[src/rtl/mac_pkg.sv]
package mac_pkg;
   typedef enum logic [2:0] {
      OP_NOP = 3'd0,
      OP_MPY = 3'd1,
      OP_MAC = 3'd2,
      OP_MSC = 3'd3,
      OP_CLR = 3'd4
   } mac_op_e;

   function automatic logic op_is_write(input logic [2:0] code);
      return (code == OP_MPY) || (code == OP_MAC) || (code == OP_MSC) || (code == OP_CLR);
   endfunction
endpackage

[src/rtl/mac_mult.sv]
module mac_mult #(
   parameter int DATA_W = 16,
   parameter int ACC_W  = 40
) (
   input  logic [DATA_W-1:0] a_i,
   input  logic [DATA_W-1:0] b_i,
   input  logic              unsigned_i,
   input  logic              frac_i,
   output logic [ACC_W-1:0]  prod_o
);
   localparam int XW   = DATA_W + 1;
   localparam int PW   = 2 * XW;
   localparam int PAD  = ACC_W - PW;

   generate
      if (PAD < 1) begin : g_bad_width
         $error("mac_mult: accumulator too narrow for shifted product");
      end
   endgenerate

   logic signed [XW-1:0] ax, bx;
   logic signed [PW-1:0] raw;
   logic        [ACC_W-1:0] ext;

   always_comb begin
      ax     = {(unsigned_i ? 1'b0 : a_i[DATA_W-1]), a_i};
      bx     = {(unsigned_i ? 1'b0 : b_i[DATA_W-1]), b_i};
      raw    = ax * bx;
      ext    = {{PAD{raw[PW-1]}}, raw};
      prod_o = frac_i ? (ext << 1) : ext;
   end
endmodule

[src/rtl/mac_acc_lane.sv]
module mac_acc_lane
   import mac_pkg::*;
#(
   parameter int ACC_W      = 40,
   parameter int NARROW_MSB = 31
) (
   input  logic             clk,
   input  logic             rst_n,
   input  logic             wr_i,
   input  mac_op_e          op_i,
   input  logic [ACC_W-1:0] prod_i,
   input  logic             sat_en_i,
   input  logic             sat_wide_i,
   input  logic             stat_clr_i,
   output logic [ACC_W-1:0] acc_o,
   output logic             ovf_o,
   output logic             sat_o
);
   localparam int SW = ACC_W + 1;
   localparam int HI = ACC_W - NARROW_MSB;

   generate
      if (NARROW_MSB < 2 || NARROW_MSB >= ACC_W - 1) begin : g_bad_clamp
         $error("mac_acc_lane: clamp position out of range");
      end
   endgenerate

   logic [ACC_W-1:0] acc_q, acc_d, clamp_v;
   logic             sticky_q;
   logic signed [SW-1:0] acc_x, prod_x, sum;
   logic [SW-NARROW_MSB-1:0] sum_hi;
   logic             over_wide, over_narrow, sat_hit, neg;

   always_comb begin
      acc_x  = {acc_q[ACC_W-1], acc_q};
      prod_x = {prod_i[ACC_W-1], prod_i};
      case (op_i)
         OP_MPY:  sum = prod_x;
         OP_MAC:  sum = acc_x + prod_x;
         OP_MSC:  sum = acc_x - prod_x;
         default: sum = '0;
      endcase
      sum_hi      = sum[SW-1:NARROW_MSB];
      neg         = sum[SW-1];
      over_wide   = sum[SW-1] ^ sum[SW-2];
      over_narrow = ~((&sum_hi) | (~|sum_hi));
      sat_hit     = wr_i && sat_en_i && (sat_wide_i ? over_wide : over_narrow);
      if (sat_wide_i)
         clamp_v = neg ? {1'b1, {(ACC_W-1){1'b0}}} : {1'b0, {(ACC_W-1){1'b1}}};
      else
         clamp_v = neg ? {{HI{1'b1}}, {NARROW_MSB{1'b0}}} : {{HI{1'b0}}, {NARROW_MSB{1'b1}}};
      acc_d = sat_hit ? clamp_v : sum[ACC_W-1:0];
   end

   always_ff @(posedge clk or negedge rst_n) begin
      if (!rst_n) begin
         acc_q    <= '0;
         sticky_q <= 1'b0;
      end else begin
         if (wr_i) acc_q <= acc_d;
         sticky_q <= (sticky_q & ~stat_clr_i) | sat_hit;
      end
   end

   assign acc_o = acc_q;
   assign sat_o = sticky_q;
   assign ovf_o = ~((&acc_q[ACC_W-1:NARROW_MSB]) | (~|acc_q[ACC_W-1:NARROW_MSB]));

   // a clear leaves zero behind
   a_r3_clr_zero: assert property (@(posedge clk) disable iff (!rst_n)
      (wr_i && op_i == OP_CLR) |=> (acc_q == '0));

   // an accumulator that is not written keeps its value
   a_r4_idle_hold: assert property (@(posedge clk) disable iff (!rst_n)
      !wr_i |=> $stable(acc_q));

   // the narrow clamp keeps the guard bits equal to the sign
   a_r6_narrow_bound: assert property (@(posedge clk) disable iff (!rst_n)
      (wr_i && sat_en_i && !sat_wide_i) |=>
         ((&acc_q[ACC_W-1:NARROW_MSB]) || (~|acc_q[ACC_W-1:NARROW_MSB])));

   // a sticky flag holds until cleared
   a_r9_sticky_hold: assert property (@(posedge clk) disable iff (!rst_n)
      (sticky_q && !stat_clr_i) |=> sticky_q);

   // the clear drops the flag unless a clamp happens at the same time
   a_r9_clear_drops: assert property (@(posedge clk) disable iff (!rst_n)
      (stat_clr_i && !sat_hit) |=> !sticky_q);
endmodule

[src/rtl/dual_acc_mac.sv]
module dual_acc_mac
   import mac_pkg::*;
#(
   parameter int DATA_W = 16,
   parameter int GUARD_W = 8
) (
   input  logic              clk,
   input  logic              rst_n,
   input  logic [2:0]        op_i,
   input  logic              dst_i,
   input  logic [15:0]       a_i,
   input  logic [15:0]       b_i,
   input  logic              unsigned_i,
   input  logic              frac_i,
   input  logic [1:0]        sat_en_i,
   input  logic              sat_wide_i,
   input  logic              stat_clr_i,
   output logic [39:0]       acc_a_o,
   output logic [39:0]       acc_b_o,
   output logic [5:0]        status_o
);
   localparam int ACC_W      = 2 * DATA_W + GUARD_W;
   localparam int NARROW_MSB = 2 * DATA_W - 1;
   localparam int N_ACC      = 2;

   generate
      if (DATA_W != 16 || ACC_W != 40) begin : g_bad_port
         $error("dual_acc_mac: port widths fixed at 16-bit data, 40-bit accumulators");
      end
      if (GUARD_W < 3) begin : g_bad_guard
         $error("dual_acc_mac: at least three guard bits needed");
      end
   endgenerate

   logic [ACC_W-1:0] prod;
   logic [ACC_W-1:0] acc [N_ACC];
   logic [N_ACC-1:0] ovf, sat;
   logic             valid_op;

   assign valid_op = op_is_write(op_i);

   mac_mult #(.DATA_W(DATA_W), .ACC_W(ACC_W)) i_mult (
      .a_i        (a_i),
      .b_i        (b_i),
      .unsigned_i (unsigned_i),
      .frac_i     (frac_i),
      .prod_o     (prod)
   );

   for (genvar g = 0; g < N_ACC; g++) begin : g_lane
      mac_acc_lane #(.ACC_W(ACC_W), .NARROW_MSB(NARROW_MSB)) i_lane (
         .clk        (clk),
         .rst_n      (rst_n),
         .wr_i       (valid_op && (dst_i == g[0])),
         .op_i       (mac_op_e'(op_i)),
         .prod_i     (prod),
         .sat_en_i   (sat_en_i[g]),
         .sat_wide_i (sat_wide_i),
         .stat_clr_i (stat_clr_i),
         .acc_o      (acc[g]),
         .ovf_o      (ovf[g]),
         .sat_o      (sat[g])
      );
   end

   assign acc_a_o  = acc[0];
   assign acc_b_o  = acc[1];
   assign status_o = {|sat, sat[1], sat[0], |ovf, ovf[1], ovf[0]};

   // no-op and reserved codes leave both accumulators alone
   a_r3_nop_hold: assert property (@(posedge clk) disable iff (!rst_n)
      !valid_op |=> ($stable(acc_a_o) && $stable(acc_b_o)));

   // a write to A does not disturb B, and the reverse
   a_r4_dst_a: assert property (@(posedge clk) disable iff (!rst_n)
      (valid_op && !dst_i) |=> $stable(acc_b_o));
   a_r4_dst_b: assert property (@(posedge clk) disable iff (!rst_n)
      (valid_op && dst_i) |=> $stable(acc_a_o));
endmodule

[config.mk]
export PLATFORM = sky130hd
export DESIGN_NAME = dual_acc_mac
export DESIGN_NICKNAME = d
export VERILOG_FILES = /design/src/rtl/mac_pkg.sv /design/src/rtl/mac_mult.sv /design/src/rtl/mac_acc_lane.sv /design/src/rtl/dual_acc_mac.sv
export SDC_FILE = /design/constraint.sdc
export NUM_CORES = 1
export LEC_CHECK = 0
export BUFFER_PORTS_ARGS = -buffer_cell sky130_fd_sc_hd__buf_4
export CAP_MARGIN = 20
export CORE_MARGIN = 5
export CORE_UTILIZATION = 60
export DETAILED_ROUTE_END_ITERATION = 12
export GPL_TIMING_DRIVEN = 0
export PLACE_DENSITY = 0.79
export SETUP_SLACK_MARGIN = 0.2
export SKIP_CTS_REPAIR_TIMING = 1
export SLEW_MARGIN = 20
export SYNTH_ARGS = -nofsm -noshare
export SYNTH_HDL_FRONTEND = slang
export SYNTH_SLANG_ARGS = --single-unit
[constraint.sdc]
create_clock -name clk -period 8.4 [get_ports clk]
set_input_delay 0 -clock clk [delete_from_list [all_inputs] [get_ports clk]]
set_output_delay 0 -clock clk [all_outputs]
set_load 0.02 [all_outputs]
==> results.yml <==
placed_design:
  dpl.hpwl_um: 61700
  place_congestion: 0.984
  io_buffers: 126
grt:
  grt_use_met1_pct: 44.6
  grt_pass1_wl_um: 116000
  use_met2_pct: 61.3
  grt_antenna_before_repair: 0
  grt_pass1_vias: 21200
  grt_usage_pct: 35.9
  met3_usage_pct: 4.33
  grt_overflow: 0
  grt_max_degree: 83
  grt-busiest-layer: "met2"
worst_setup_path:
  cp-end-kind: "flop"
  startpoint_type: "input port"
  cp.arrival_ns: 11.69
  crit_path_top_delay_cell: "fa_1"
  path_common_cell: "fa_1"
  cpPeakStageDelay_ns: 0.52
  path_class: "in -> reg"
  cp_max_fo: 10
  crit_required_ns: 8.64
floorplanning:
  design.core.area_sq_um: 36300
  die_x_um: 201
  initial_core_util_pct: 60.3
  die_h_um: 201
  die_area_sq_um: 40400
  core.rowCount: 70
  ios: 130
clock_tree:
  clk_latency_ns: 0.36
  clock_path_buffers: 2
  clock_sinks: 82
  htreeDepth: 3
  clk_pin_slew_worst_paths_ns: 0.07
  cts_buffers: 9
  cts-root-buf: "clkbuf_16"
  cts_tree: "yes"
route:
  wl_per_cell_um: 23.5
  wl_um: 79200
  drtIter0Drc: 1647
  dr_total_vias: 21700
  firstDrtPassIters: 9
  post-route-drc-count: 0
  avgViaCountPerCell: 6.43
  ant_nets: 0
timing:
  worst_pin_slew_ns: 1.23
  finalSetupViolations: 82
  finalCriticalPeriod_ns: 11.45
  drv_slew: 0
  fin_worst_skew_ns: 0.0103
  fmax_mhz: 87.3
  final-hold-violation-count: 1
  hold_ws_ns: -0.00239
  tns_ns: -240.85
  slew_headroom_pct: 17.6
  rsz0062_at_grt: "yes"
  timing.final.ws_setup_ns: -3.05
  fin_crit_sh_pct: 136
final_layout:
  ff_latch_area_sq_um: 2050
  layout_commonest_cell: "inv_1"
  multiInputGateArea_sq_um: 19900
  nNetsFinal: 3388
  area_growth_pct: 26.1
  final_cell_mix: "inv_1 (343), fa_1 (290), nand2_1 (278), buf_4 (218), and2_1 (135)"
  num-fill-cells: 2536
  antennaDiodeCount: 0
  drive_gt1_share_pct: 23.6
synthesis:
  ys_types: 102
  syn_nets: 3133
  synth.ff_latch_count: 82
  synth-edff-count: 0
  syn_area_sq_um: 21900
  netlist_instances: 2643
  synth-warning-count: 0
  syn_area_per_cell_sq_um: 8.27
  yosysSeqAreaShare_pct: 9.38
  synthArstFlopShare_pct: 100
  synth_flop_cell: "dfrtp_1"
outcome:
  violations: "hold timing, setup timing"
  outcome: "finished with violations"
run:
  maxCapViolations: 0
min_path:
  worst_hold_path_type: "in -> reg"
[final timing paths]
path,cells after the start,endpoint,start,slack [ns]
min in group asynchronous,2,g_lane[0].i_lane.sat_o,rst_n,0.28
setup / recovery,54,g_lane[0].i_lane.acc_o[31],a_i[12],-3.05
max in group asynchronous,2,g_lane[1].i_lane.acc_o[13],rst_n,7.52
setup reg to reg,32,g_lane[1].i_lane.acc_o[11],g_lane[1].i_lane.acc_o[0],1.14
hold reg to reg,1,g_lane[1].i_lane.acc_o[21],g_lane[1].i_lane.acc_o[21],0.52
hold / removal,4,g_lane[0].i_lane.acc_o[33],dst_i,-0.002
[through the flow]
| step | instances | worst slack (ns) | utilization [%] | area, sq um | hold WS (ns) |
|---|---|---|---|---|---|
| CTS | 3255 | -4.16 | 68.4 | 24800 | -0.177 |
| detailed placement | 3239 | -4.51 | 67.5 | 24500 | 0.194 |
| global route | 3371 | -3.38 | 76.0 | 27600 | 0.0522 |
| floorplan | 2643 | -1.77 | - | 22900 | -0.296 |
| finish | 3371 | -3.05 | 76.0 | 27600 | -0.00239 |
| global placement | 3237 | -4.42 | 67.5 | 24500 | 0.197 |
[flip-flops by register name, indices dropped and copies added, names as in the netlist]
signal               flops
g_lane.i_lane.sat_o      2
g_lane.i_lane.acc_o     80
[critical path: cells and delay by family]
family | cells | cell delay [ns]
adders and majority gates | 11 | 4.24
AOI/OAI and AO/OA | 15 | 2.89
buffers and inverters | 10 | 1.25
and+or+nand+nor | 17 | 3.08
xor gates and xnor gates | 1 | 0.22
[final cells by class]
cell class	instances	share of cell area (%)
Buffer	144	4.58
Clock buffer	9	0.817
Clock inverter	7	0.372
Inverter	355	4.84
Multi-Input combinational cell	2062	72.2
Sequential cell	82	7.44
Tap cell	468	2.12
Timing Repair Buffer	244	7.66
[cells by family (layout without fill, tap and decap cells)]
| family | Yosys count | count (layout) | synth area share [%] |
|---|---|---|---|
| AND/OR/NAND/NOR | 833 | 833 | 19.1 |
| AO/OA/AOI/OAI | 625 | 625 | 19.9 |
| buffers and inverters | 499 | 759 | 8.92 |
| adder cells (fa/ha/maj) | 453 | 453 | 36.1 |
| XOR/XNOR | 133 | 133 | 5.75 |
| flip-flops | 82 | 82 | 9.38 |
| multiplexers | 18 | 18 | 0.853 |
[Yosys cell counts, drive strengths merged, types with 35 or more instances]
library cell	number	area (sq um)
buf	35	208
inv	355	1330
nand2	292	1100
nor2	143	539
a211oi	64	498
and2	148	926
ha	148	1850
o31ai	41	332
clkbuf	109	409
o21ai	104	520
a21oi	128	652
xnor2	91	831
xor2	38	333
nor3	39	200
a21o	59	443
dfrtp	82	2050
fa	298	5970
[per-layer routing]
metal	routed length, um	part of all wire (%)
met1	28900	36
met2	38000	48
met3	6190	7.8
met4	6090	7.7
met5	0	0
Power is left out: the tool's default activity adds up to more than one toggle a clock period on the data nets, which glitch-free logic cannot reach.
